### src/rtl/astr_pkg.sv
package astr_pkg;
  typedef enum logic [2:0] {
    ST_UNCFG   = 3'd0,
    ST_READY   = 3'd1,
    ST_RUN     = 3'd2,
    ST_HALTING = 3'd3,
    ST_FAULT   = 3'd4
  } st_e;

  typedef enum logic [2:0] {
    OP_START    = 3'd0,
    OP_HALT     = 3'd1,
    OP_FLUSHOUT = 3'd2,
    OP_ABORT    = 3'd3,
    OP_RECOVER  = 3'd4
  } op_e;
endpackage

### src/rtl/astr_legal.sv
module astr_legal
  import astr_pkg::*;
#(
  parameter bit IS_TX = 1'b1
) (
  input  st_e        st_i,
  input  logic       cfg_v_i,
  input  logic       cmd_v_i,
  input  logic [2:0] cmd_i,
  input  logic       xrun_i,
  input  logic       q_empty_i,
  output logic       cfg_take_o,
  output logic       cmd_take_o,
  output logic       xrun_take_o,
  output logic       reject_o
);
  logic cfg_ok, cmd_ok, active;

  assign active = (st_i == ST_RUN) || (st_i == ST_HALTING);
  assign cfg_ok = (st_i == ST_UNCFG) || (st_i == ST_READY);

  always_comb begin
    cmd_ok = 1'b0;
    unique case (cmd_i)
      OP_START:    cmd_ok = (st_i == ST_READY) && (!IS_TX || !q_empty_i);
      OP_HALT,
      OP_FLUSHOUT: cmd_ok = (st_i == ST_RUN);
      OP_ABORT:    cmd_ok = (st_i != ST_UNCFG);
      OP_RECOVER:  cmd_ok = (st_i == ST_FAULT);
      default:     cmd_ok = 1'b0;
    endcase
  end

  assign xrun_take_o = xrun_i && active;
  assign cfg_take_o  = cfg_v_i && cfg_ok && !xrun_take_o;
  assign cmd_take_o  = cmd_v_i && cmd_ok && !cfg_v_i && !xrun_take_o;
  assign reject_o    = (cfg_v_i && !cfg_take_o) || (cmd_v_i && !cmd_take_o);
endmodule

### src/rtl/astr_next.sv
module astr_next
  import astr_pkg::*;
#(
  parameter bit IS_TX = 1'b1
) (
  input  logic       clk_i,
  input  logic       rst_ni,
  input  logic       cfg_take_i,
  input  logic       rate_zero_i,
  input  logic       cmd_take_i,
  input  logic [2:0] cmd_i,
  input  logic       xrun_take_i,
  input  logic       blk_end_i,
  input  logic       q_empty_i,
  output st_e        st_o,
  output logic       flush_o
);
  st_e  st_q, st_d;
  logic wait_empty_q, wait_empty_d;

  always_comb begin
    st_d         = st_q;
    wait_empty_d = wait_empty_q;
    if (xrun_take_i) begin
      st_d = ST_FAULT;
    end else if (cfg_take_i) begin
      st_d = rate_zero_i ? ST_UNCFG : ST_READY;
    end else if (cmd_take_i) begin
      unique case (cmd_i)
        OP_START:    st_d = ST_RUN;
        OP_HALT:     begin st_d = ST_HALTING; wait_empty_d = 1'b0; end
        OP_FLUSHOUT: begin st_d = ST_HALTING; wait_empty_d = IS_TX; end
        default:     st_d = ST_READY;  // abort, recover
      endcase
    end else if (st_q == ST_HALTING && blk_end_i && (!wait_empty_q || q_empty_i)) begin
      st_d = ST_READY;
    end
  end

  always_ff @(posedge clk_i or negedge rst_ni) begin
    if (!rst_ni) begin
      st_q         <= ST_UNCFG;
      wait_empty_q <= 1'b0;
      flush_o      <= 1'b0;
    end else begin
      st_q         <= st_d;
      wait_empty_q <= wait_empty_d;
      flush_o      <= cmd_take_i && (cmd_i == OP_ABORT);
    end
  end

  assign st_o = st_q;

  // halting only ever completes to READY or is overridden by fault/abort
  a_r5_halt_exit: assert property (@(posedge clk_i) disable iff (!rst_ni)
    (st_q == ST_HALTING && !xrun_take_i && !cmd_take_i && !blk_end_i) |=> st_q == ST_HALTING);
endmodule

### src/rtl/astr_gate.sv
module astr_gate
  import astr_pkg::*;
#(
  parameter bit IS_TX = 1'b1
) (
  input  st_e  st_i,
  input  logic req_i,
  input  logic q_empty_i,
  output logic ack_o,
  output logic nak_o
);
  logic allow;

  generate
    if (IS_TX) begin : g_tx
      assign allow = (st_i == ST_READY) || (st_i == ST_RUN);
    end else begin : g_rx
      assign allow = (st_i != ST_UNCFG) && !q_empty_i;
    end
  endgenerate

  assign ack_o = req_i && allow;
  assign nak_o = req_i && !allow;
endmodule

### src/rtl/audio_stream_ctl.sv
module audio_stream_ctl
  import astr_pkg::*;
#(
  parameter bit          IS_TX  = 1'b1,
  parameter int unsigned RATE_W = 20
) (
  input  logic              clk_i,
  input  logic              rst_ni,
  input  logic              cfg_valid_i,
  input  logic [RATE_W-1:0] cfg_rate_i,
  input  logic              cmd_valid_i,
  input  logic [2:0]        cmd_i,
  input  logic              blk_end_i,
  input  logic              q_empty_i,
  input  logic              xrun_i,
  input  logic              blk_req_i,
  output logic [2:0]        state_o,
  output logic              ser_en_o,
  output logic              flush_o,
  output logic              cmd_err_o,
  output logic              blk_ack_o,
  output logic              blk_nak_o
);
  st_e  st;
  logic cfg_take, cmd_take, xrun_take, reject;

  astr_legal #(.IS_TX(IS_TX)) u_legal (
    .st_i(st), .cfg_v_i(cfg_valid_i), .cmd_v_i(cmd_valid_i), .cmd_i(cmd_i),
    .xrun_i(xrun_i), .q_empty_i(q_empty_i), .cfg_take_o(cfg_take),
    .cmd_take_o(cmd_take), .xrun_take_o(xrun_take), .reject_o(reject)
  );

  astr_next #(.IS_TX(IS_TX)) u_next (
    .clk_i(clk_i), .rst_ni(rst_ni), .cfg_take_i(cfg_take),
    .rate_zero_i(cfg_rate_i == '0), .cmd_take_i(cmd_take), .cmd_i(cmd_i),
    .xrun_take_i(xrun_take), .blk_end_i(blk_end_i), .q_empty_i(q_empty_i),
    .st_o(st), .flush_o(flush_o)
  );

  astr_gate #(.IS_TX(IS_TX)) u_gate (
    .st_i(st), .req_i(blk_req_i), .q_empty_i(q_empty_i),
    .ack_o(blk_ack_o), .nak_o(blk_nak_o)
  );

  always_ff @(posedge clk_i or negedge rst_ni) begin
    if (!rst_ni) cmd_err_o <= 1'b0;
    else         cmd_err_o <= reject;
  end

  assign state_o  = st;
  assign ser_en_o = (st == ST_RUN) || (st == ST_HALTING);

  a_r6_flush_src: assert property (@(posedge clk_i) disable iff (!rst_ni)
    flush_o |-> (state_o == 3'd1) && $past(cmd_valid_i && cmd_i == 3'd3));

  a_r9_refuse_keeps: assert property (@(posedge clk_i) disable iff (!rst_ni)
    (cmd_err_o && !$past(xrun_i) && !$past(cfg_valid_i)) |-> state_o == $past(state_o));

  a_r3_start_src: assert property (@(posedge clk_i) disable iff (!rst_ni)
    ($past(state_o) == 3'd1 && state_o == 3'd2) |-> $past(cmd_valid_i && cmd_i == 3'd0));

  a_r8_fault_src: assert property (@(posedge clk_i) disable iff (!rst_ni)
    (state_o == 3'd4 && $past(state_o) != 3'd4) |-> $past(xrun_i));

  a_r7_fault_hold: assert property (@(posedge clk_i) disable iff (!rst_ni)
    (state_o == 3'd4 && !cmd_valid_i) |=> state_o == 3'd4);

  generate
    if (IS_TX) begin : g_tx_chk
      a_r3_tx_needs_blk: assert property (@(posedge clk_i) disable iff (!rst_ni)
        ($past(state_o) == 3'd1 && state_o == 3'd2) |-> !$past(q_empty_i));
    end
  endgenerate
endmodule

### config.mk
export PLATFORM = sky130hd
export DESIGN_NAME = audio_stream_ctl
export DESIGN_NICKNAME = d
export VERILOG_FILES = /design/src/rtl/astr_pkg.sv /design/src/rtl/astr_legal.sv /design/src/rtl/astr_next.sv /design/src/rtl/astr_gate.sv /design/src/rtl/audio_stream_ctl.sv
export SDC_FILE = /design/constraint.sdc
export NUM_CORES = 1
export LEC_CHECK = 0
export ABC_AREA = 1
export CORE_MARGIN = 2
export CORE_UTILIZATION = 32
export CTS_CLUSTER_SIZE = 30
export DETAILED_ROUTE_END_ITERATION = 6
export PLACE_DENSITY_LB_ADDON = 0.2
export SYNTH_ARGS = -nofsm -noshare
export SYNTH_HDL_FRONTEND = slang
export SYNTH_SLANG_ARGS = --single-unit
### constraint.sdc
create_clock -name clk_i -period 1.5 [get_ports clk_i]
set_input_delay 0.3 -clock clk_i [delete_from_list [all_inputs] [get_ports clk_i]]
set_output_delay 0.3 -clock clk_i [all_outputs]
set_load 0.005 [all_outputs]
==> results of run 1 <==
## worst min path at each step
stage,from,end,slack (ns),cells after the start
finish,rst_ni,u_next.st_o[2]$_DFFE_PN0P_,0.29,1
global route,rst_ni,u_next.st_o[2]$_DFFE_PN0P_,0.32,1
CTS,rst_ni,u_next.st_o[1]$_DFFE_PN0P_,0.29,1
detailed placement,u_next.wait_empty_q$_DFFE_PN0P_,u_next.wait_empty_q$_DFFE_PN0P_,0.52,2
global placement,u_next.wait_empty_q$_DFFE_PN0P_,u_next.wait_empty_q$_DFFE_PN0P_,0.51,2
floorplan,rst_ni,cmd_err_o$_DFF_PN0_,0.004,0
## repair_timing
item                                    CTS  global route
endpoints found under the hold margin     0             0
endpoints found under the setup margin    6            11
resized for setup                        12            19
gates cloned                              0             0
pin swaps                                 1             9
buffers inserted                          2             1
## worst max-delay path: stages, from the launching register on
cell and delay [ns]:
dfrtp_2 0.41, buf_4 0.13, clkdlybuf4s50_1 0.48
## cells in the mapped netlist
master,instances
nand4_1,3
nand2_4,2
nor3_4,1
o21ai_1,1
nor2_2,3
o21ai_0,2
a21oi_1,2
nor2_1,19
inv_1,8
nor3_1,1
nand3_2,2
nand2_2,5
o21ai_2,2
nand2_1,16
dfrtp_1,6
nand3_1,5
inv_2,1
## kinds of logic (layout without fill, tap and decap cells)
family,after synthesis,in the layout,synth area share
and+or+nand+nor,57,57,0.561
buffers and inverters,9,65,0.0655
AOI/OAI and AO/OA,7,7,0.0825
DFF,6,6,0.291
## cell usage in the layout, fill, tap and decap left out
cell             count
nand4_1              3
buf_4               12
clkbuf_2             1
inv_1                6
dfrtp_1              4
dfrtp_2              2
nand3_4              1
nor2_4               3
clkdlybuf4s50_1     33
nand2_1             14
nor2_1              17
nand2_2              5
o21ai_0              2
nor3_4               1
nand3_2              1
dlygate4sd2_1        1
nor3_1               1
clkbuf_4             3
a21oi_2              2
inv_2                3
nand3_1              5
dlymetal6s2s_1       1
clkdlybuf4s15_1      1
o21ai_2              3
nand2_4              4
nor2_2               2
buf_6                3
buf_2                1
## cell type report
class	count	share of cell area
flip-flops and latches	6	0.138
multi-input cells	64	0.347
clock buffers	3	0.0203
repair buffers	53	0.446
inverters	9	0.0304
well taps	16	0.0180
## per-stage QoR
step / cell area, µm² / total power [W]
2_1_floorplan: 515 / 0.000316
3_3_place_gp: 1010 / 0.000511
3_5_place_dp: 1010 / 0.000519
4_1_cts: 1060 / 0.000681
5_1_grt: 1110 / 0.000744
6_report: 1110 / 0.000697
## report_power, final
part | switching [W] | internal (W) | leakage, nW
Clock | 0.0000496 | 0.0000899 | 0.0138
Combinational | 0.000145 | 0.000207 | 0.445
Sequential | 0.0000218 | 0.000184 | 0.0742
Total | 0.000216 | 0.000481 | 0.533
## state kept, by name, indices dropped and copies added (netlist names)
name,cells
u_next.flush_o,1
u_next.st_o,3
cmd_err_o,1
u_next.wait_empty_q,1
## per-layer routing
| metal | wire length, µm | vias up | global-route usage |
|---|---|---|---|
| li1 | - | 367 | - |
| met1 | 670 | 294 | 0.211 |
| met2 | 865 | 15 | 0.338 |
| met3 | 53 | 2 | 0.00408 |
| met4 | 14 | 0 | 0.0727 |
| met5 | 0 | - | 0 |
==> results.yml, run 1 <==
route:
  ant_nets: 0
  drc: 0
  detail_route.wirelength_um: 1610
  first_pass_iters: 4
  vias: 678
  viasPerCell: 4.49
  drt_iter0_drc: 2
  wire_per_inst_um: 10.6
logic_synthesis:
  ys_ff_latch: 6
  synth_area_um2: 515
  yosysTopAreaCellShare: 0.291
  synth.avg_cell_area_um2: 6.53
  synth_top_cells_by_area: "dfrtp_1 (29%), nor2_1 (14%), nand2_1 (12%)"
  seq_area_frac_synth: 0.291
  synth_fp_nets: 110
  synth.distinct_cells: 17
  yosys.area.top_type: "dfrtp_1"
  yosysWarnings: 0
  syn-instance-count: 79
placed_design:
  post-place-ws_ns: -0.234
  port_buffers: 38
  gp_congestion: 0.797
  placed_cells: 146
  hpwl_um: 1340
setup_path:
  crit_arrival_ns: 1.26
  worstReg2RegStart: "u_next.st_o[2]$_DFFE_PN0P_"
  reg2reg_to: "u_next.st_o[0]$_DFFE_PN0P_"
  rrSetupSlack_ns: -0.02
  endpoint: "state_o[0]"
  worstRegToRegCells: 10
  cp-end-kind: "output port"
  critical_path_class: "flip-flop to output port"
  path_max_fanout: 4
  cp-start-kind: "flip-flop"
  critPathLaunch: "u_next.st_o[0]$_DFFE_PN0P_"
  cp_data_required_time_ns: 1.20
sta:
  tightest_slew_ns: 0.294
  skew_ns: 0.00359
  hold_viol: 0
  rsz0062_at_grt: "true"
  fin_crit_sh: 1.04
  slew_headroom: 0.802
  final.setup.worst_slack_ns: -0.0575
  clock.fmax_mhz: 642
  period_minus_slack_ns: 1.56
  slew_violations: 0
  timing.hold.ws_ns: 0.293
  fin_setup_tns_ns: -0.0775
  setup_viol: 2
clock_tree:
  clock_sinks: 6
  clkTransAtPathRegs_ns: 0.04
  htree_levels: 1
  ctsHoldBuffers: 0
  clk-insertion-delay-late_ns: 0.24
  cts_tree: "built"
  cts_made_buffers: 3
  cts_buffer_depth: 2
  cts_root_buf: "clkbuf_4"
final_layout:
  fin_cells: 151
  multiInputGateArea_um2: 385
  syn2layout_area_growth_pct: 115
  antennaDiodeCount: 0
  ff_latch_area_um2: 153
  post-route-util: 0.737
  fillers: 125
  layout.nets: 168
  drive_gt1_frac: 0.348
power:
  ir_drop_mv: 0.559
  power_density_mw_per_mm2: 628
  p_leak_nw: 0.533
floorplan:
  rows: 14
  die_y_um: 44.1
  start_util: 0.342
  die_w_um: 44.1
  die_area_mm2: 0.00195
  core-area_mm2: 0.00151
  ios: 39
job:
  cap_violations: 0
global_routing:
  grt_max_degree: 7
  grt_pass1_wl_um: 2640
  antenna_found_initial: 0
  grt_overflow: 0
  grt_pass1_vias: 685
  grtUsageTotal: 0.179
worst_hold_path:
  hp-class: "input port to async pin"
outcome:
  violations: "setup timing"
  status: "finished with violations"
Note: power is estimated with default switching activity, not from simulation.
==> run 2: changes to the inputs <==
Settings changed: TNS_END_PERCENT set to 10.
==> run 2 against run 1 <==
The flow still finishes with violations (setup timing). Flip-flop and latch count did not move. Fmax up 3.8%. Global-route usage is 0.25 points lower. Via count shrank 0.59%. Combinational power fell by 9.7%. Clock power is essentially flat. Clock skew is essentially flat.
==> results.yml, run 2 (same netlist as run 1, synthesis figures left out) <==
floorplan:
  die_w_um: 44.1
  ios: 39
  core-area_mm2: 0.00151
  rows: 14
  start_util: 0.342
  die_y_um: 44.1
  die_area_mm2: 0.00195
sta:
  final.setup.worst_slack_ns: -0.000125
  tightest_slew_ns: 0.266
  skew_ns: 0.00373
  period_minus_slack_ns: 1.50
  clock.fmax_mhz: 667
  setup_viol: 1
  slew_headroom: 0.822
  slew_violations: 0
  hold_viol: 0
  fin_crit_sh: 1.00
  rsz0062_at_grt: "true"
route:
  first_pass_iters: 4
  viasPerCell: 4.43
  drt_iter0_drc: 5
  wire_per_inst_um: 9.87
  detail_route.wirelength_um: 1500
  vias: 674
  drc: 0
  ant_nets: 0
clock_tree:
  ctsHoldBuffers: 0
  cts_tree: "built"
  cts_made_buffers: 3
  clkTransAtPathRegs_ns: 0.04
  htree_levels: 1
  cts_root_buf: "clkbuf_4"
  cts_buffer_depth: 2
  clock_sinks: 6
  clk-insertion-delay-late_ns: 0.24
setup_path:
  critical_path_class: "flip-flop to output port"
  cp_data_required_time_ns: 1.20
  cp-start-kind: "flip-flop"
  crit_arrival_ns: 1.20
  rrSetupSlack_ns: 0.03
  cp-end-kind: "output port"
  path_max_fanout: 3
final_layout:
  final_common_cell: "clkdlybuf4s50_1"
  layout_common_cells: "clkdlybuf4s50_1 (32), nor2_1 (18), nand2_1 (15), buf_4 (15), inv_1 (7)"
  syn2layout_area_growth_pct: 108
  antennaDiodeCount: 0
  final_area_mm2: 0.00107
  ff_latch_area_um2: 151
  fin_cells: 152
  multiInputGateArea_um2: 342
  fillers: 126
  drive_gt1_frac: 0.309
  largest_reg_flops: 3
  layout.nets: 169
  post-route-util: 0.710
outcome:
  status: "finished with violations"
  violations: "setup timing"
power:
  power_density_mw_per_mm2: 618
  finalPower_w: 0.000661
  ir_drop_mv: 0.551
  p_leak_nw: 0.534
placed_design:
  gp_congestion: 0.797
  placed_cells: 146
  post-place-ws_ns: -0.234
  post_dp_cell_area_mm2: 0.00101
  hpwl_um: 1340
  port_buffers: 38
global_routing:
  grt_max_degree: 7
  grt_pass1_vias: 683
  grtUsageTotal: 0.176
  grt_overflow: 0
  grt_pass1_wl_um: 2620
  antenna_found_initial: 0
worst_hold_path:
  hp-class: "input port to async pin"
job:
  cap_violations: 0
-- run 2: cell count changes in the layout (fill, tap and decap cells not counted), sizes merged --
cell           change
buf                +2
clkdlybuf4s50      -1
dlygate4sd2        -1
dlymetal6s2s       +1
-- run 2: routing by layer --
| layer | vias to the layer above | wire [µm] | global-route usage |
|---|---|---|---|
| met5 | - | 0 | 0 |
| met4 | 0 | 14 | 0.0727 |
| met3 | 2 | 51 | 0.00408 |
| met2 | 13 | 771 | 0.338 |
| met1 | 291 | 662 | 0.203 |
| li1 | 368 | - | - |
-- run 2: final cells by class --
type,instances,share of cell area
Multi-Input combinational cell,64,0.319
Clock buffer,3,0.0211
Sequential cell,6,0.142
Timing Repair Buffer,54,0.468
Inverter,9,0.0316
Tap cell,16,0.0187
-- run 2: final timing paths --
kind | startpoint | endpoint | cells past startpoint
setup / recovery | u_next.st_o[2]$_DFFE_PN0P_ | blk_ack_o | 5
hold / removal | rst_ni | u_next.st_o[1]$_DFFE_PN0P_ | 1
setup reg to reg | u_next.st_o[2]$_DFFE_PN0P_ | u_next.st_o[0]$_DFFE_PN0P_ | 11
hold reg to reg | u_next.wait_empty_q$_DFFE_PN0P_ | u_next.wait_empty_q$_DFFE_PN0P_ | 2
max in group asynchronous | rst_ni | u_next.st_o[0]$_DFFE_PN0P_ | 1
min in group clk_i | u_next.wait_empty_q$_DFFE_PN0P_ | u_next.wait_empty_q$_DFFE_PN0P_ | 2
-- run 2: per-stage QoR --
step	hold slack (ns)	setup TNS, ns
6_report	0.292	-0.000125
5_1_grt	0.319	-0.449
4_1_cts	0.294	-0.418
3_5_place_dp	0.524	-1.48
3_3_place_gp	0.507	-1.21
2_1_floorplan	0.00441	0
-- run 2: power breakdown --
group,switching (W),total (W),internal [W]
Clock,0.0000497,0.000140,0.0000899
Combinational,0.000126,0.000318,0.000193
Sequential,0.0000191,0.000203,0.000184
Total,0.000195,0.000661,0.000467
-- run 2: critical path: stages, from the launching register on --
cell	delay, ns
dfrtp_1	0.39
buf_6	0.13
nor2_4	0.11
nand2_2	0.07
a21oi_1	0.13
buf_2	0.13
-- run 2: what timing repair did --
| item | CTS | global route |
|---|---|---|
| gates cloned | 0 | 0 |
| pin swaps | 1 | 3 |
| buffers inserted | 1 | 2 |
| gates resized for setup | 9 | 11 |
| endpoints found under the setup margin | 6 | 11 |
==> run 3: changes to the inputs <==
Settings changed: CORE_UTILIZATION 32 to 30.
==> run 3 against run 2 <==
Register-to-register slack hardly changed. Sequential power about the same. Critical path depth unchanged. Cell count shrank 2.0%. The run still ends with setup timing left. Combinational power is essentially flat. First-iteration DRC count grew 80%. Hold slack better by 0.011 ns.
==> results.yml, run 3 (same netlist as run 1, synthesis figures left out) <==
setup_path:
  cp-end-kind: "output port"
  cp-start-kind: "flip-flop"
  worstReg2RegStart: "u_next.st_o[2]$_DFFE_PN0P_"
  cp_data_required_time_ns: 1.20
  reg2reg_to: "cmd_err_o$_DFF_PN0_"
  path_max_fanout: 3
  rrSetupSlack_ns: 0.03
  critical_path_class: "flip-flop to output port"
  crit_arrival_ns: 1.21
  worstRegToRegCells: 10
route:
  detail_route.wirelength_um: 1590
  drt_iter0_drc: 9
  met2_wirelength_um: 879
  route.met3.wl_um: 91
  drc: 0
  viasPerCell: 4.82
  wire_per_inst_um: 10.7
  ant_nets: 0
  wl_met1_um: 618
  vias: 718
  first_pass_iters: 5
  highest_layer: "met3"
floorplan:
  core-area_mm2: 0.00156
  start_util: 0.331
  die_area_mm2: 0.00207
  die_w_um: 45.5
  rows: 14
  die_y_um: 45.5
  ios: 39
final_layout:
  final_area_mm2: 0.00107
  layout.nets: 166
  final_common_cell: "clkdlybuf4s50_1"
  post-route-util: 0.686
  drive_gt1_frac: 0.316
  antennaDiodeCount: 0
  layout_common_cells: "clkdlybuf4s50_1 (32), nor2_1 (18), nand2_1 (14), buf_4 (12)"
  fillers: 142
  largest_reg_flops: 3
  syn2layout_area_growth_pct: 108
clock_tree:
  clock_sinks: 6
  cts_root_buf: "clkbuf_4"
  cts_made_buffers: 3
  ctsHoldBuffers: 0
  clk-insertion-delay-late_ns: 0.24
  clkTransAtPathRegs_ns: 0.04
  cts_buffer_depth: 2
  htree_levels: 1
  cts_tree: "built"
sta:
  rsz0062_at_grt: "true"
  setup_viol: 1
  slew_headroom: 0.790
  clock.fmax_mhz: 663
  fin_crit_sh: 1.01
  timing.hold.ws_ns: 0.303
  tightest_slew_ns: 0.312
  slew_violations: 0
  period_minus_slack_ns: 1.51
  final.setup.worst_slack_ns: -0.00793
  skew_ns: 0.00165
  hold_viol: 0
placed_design:
  post_dp_cell_area_um2: 998
  gp_congestion: 0.816
  hpwl_um: 1370
  port_buffers: 38
power:
  p_leak_nw: 0.536
  ir_drop_mv: 0.473
  pwr-share-seq: 0.307
  p_sw_frac: 0.306
  pwr-share-clk: 0.213
  p_int_w: 0.000462
  p_switching_w: 0.000204
  power_density_mw_per_mm2: 623
  p_comb_frac: 0.480
job:
  cap_violations: 0
global_routing:
  grt_overflow: 0
  grtUsageTotal: 0.173
  grt_pass1_wl_um: 2590
  antenna_found_initial: 0
  grt_max_degree: 7
  grt_pass1_vias: 672
worst_hold_path:
  hp-class: "input port to async pin"
outcome:
  violations: "setup timing"
  status: "finished with violations"
run 3: worst max-delay path by stage:
| stage | start | endpoint | slack, ns | depth (start not counted) |
|---|---|---|---|---|
| 2_1_floorplan | u_next.st_o[1]$_DFFE_PN0P_ | cmd_err_o$_DFF_PN0_ | 0.28 | 8 |
| 3_3_place_gp | cmd_i[2] | cmd_err_o$_DFF_PN0_ | -0.21 | 9 |
| 3_5_place_dp | blk_req_i | blk_ack_o | -0.25 | 4 |
| 4_1_cts | u_next.st_o[2]$_DFFE_PN0P_ | blk_nak_o | -0.12 | 7 |
| 5_1_grt | u_next.st_o[2]$_DFFE_PN0P_ | blk_ack_o | -0.07 | 5 |
| 6_report | u_next.st_o[2]$_DFFE_PN0P_ | blk_ack_o | -0.008 | 5 |
run 3: final cells by class:
type                            instances  area [µm²]  share of cell area
Clock buffer                            3        22.5              0.0211
Inverter                                9        33.8              0.0316
Multi-Input combinational cell         64         367               0.343
Sequential cell                         6         153               0.143
Tap cell                               16        20.0              0.0187
Timing Repair Buffer                   51         474               0.443
run 3: per-layer routing:
layer,vias to the layer above,global-route usage
li1,364,-
met1,327,0.181
met2,27,0.335
met3,0,0.0476
met4,0,0.0353
met5,-,0
run 3: power by group through the flow:
| stage | sequential, W | clock [W] | combinational [W] |
|---|---|---|---|
| 6_report | 0.000205 | 0.000142 | 0.000320 |
| 3_3_place_gp | 0.000201 | 0 | 0.000306 |
| 3_5_place_dp | 0.000202 | 0 | 0.000313 |
| 5_1_grt | 0.000208 | 0.000162 | 0.000350 |
| 2_1_floorplan | 0.000202 | 0 | 0.000114 |
| 4_1_cts | 0.000200 | 0.000151 | 0.000313 |
run 3: stage by stage:
step / setup WS [ns] / TNS, ns / power (W) / instances
detailed placement: -0.245 / -1.43 / 0.000514 / 144
CTS: -0.120 / -0.410 / 0.000664 / 149
global route: -0.0745 / -0.227 / 0.000719 / 149
global placement: -0.211 / -1.37 / 0.000508 / 144
floorplan: 0.280 / 0 / 0.000316 / 79
finish: -0.00793 / -0.00793 / 0.000666 / 149
run 3: what timing repair did:
item / 4_1_cts / 5_1_grt
resized for setup: 6 / 19
endpoints found under the setup margin: 5 / 12
setup buffers: 2 / 0
hold endpoints to repair: 0 / 0
pin swaps: 1 / 4
run 3: critical path, cell delays in order, from the launching register on:
cell,delay [ns]
dfrtp_1,0.39
buf_6,0.13
nor2_4,0.10
nand2_2,0.07
a21oi_1,0.14
clkbuf_2,0.13
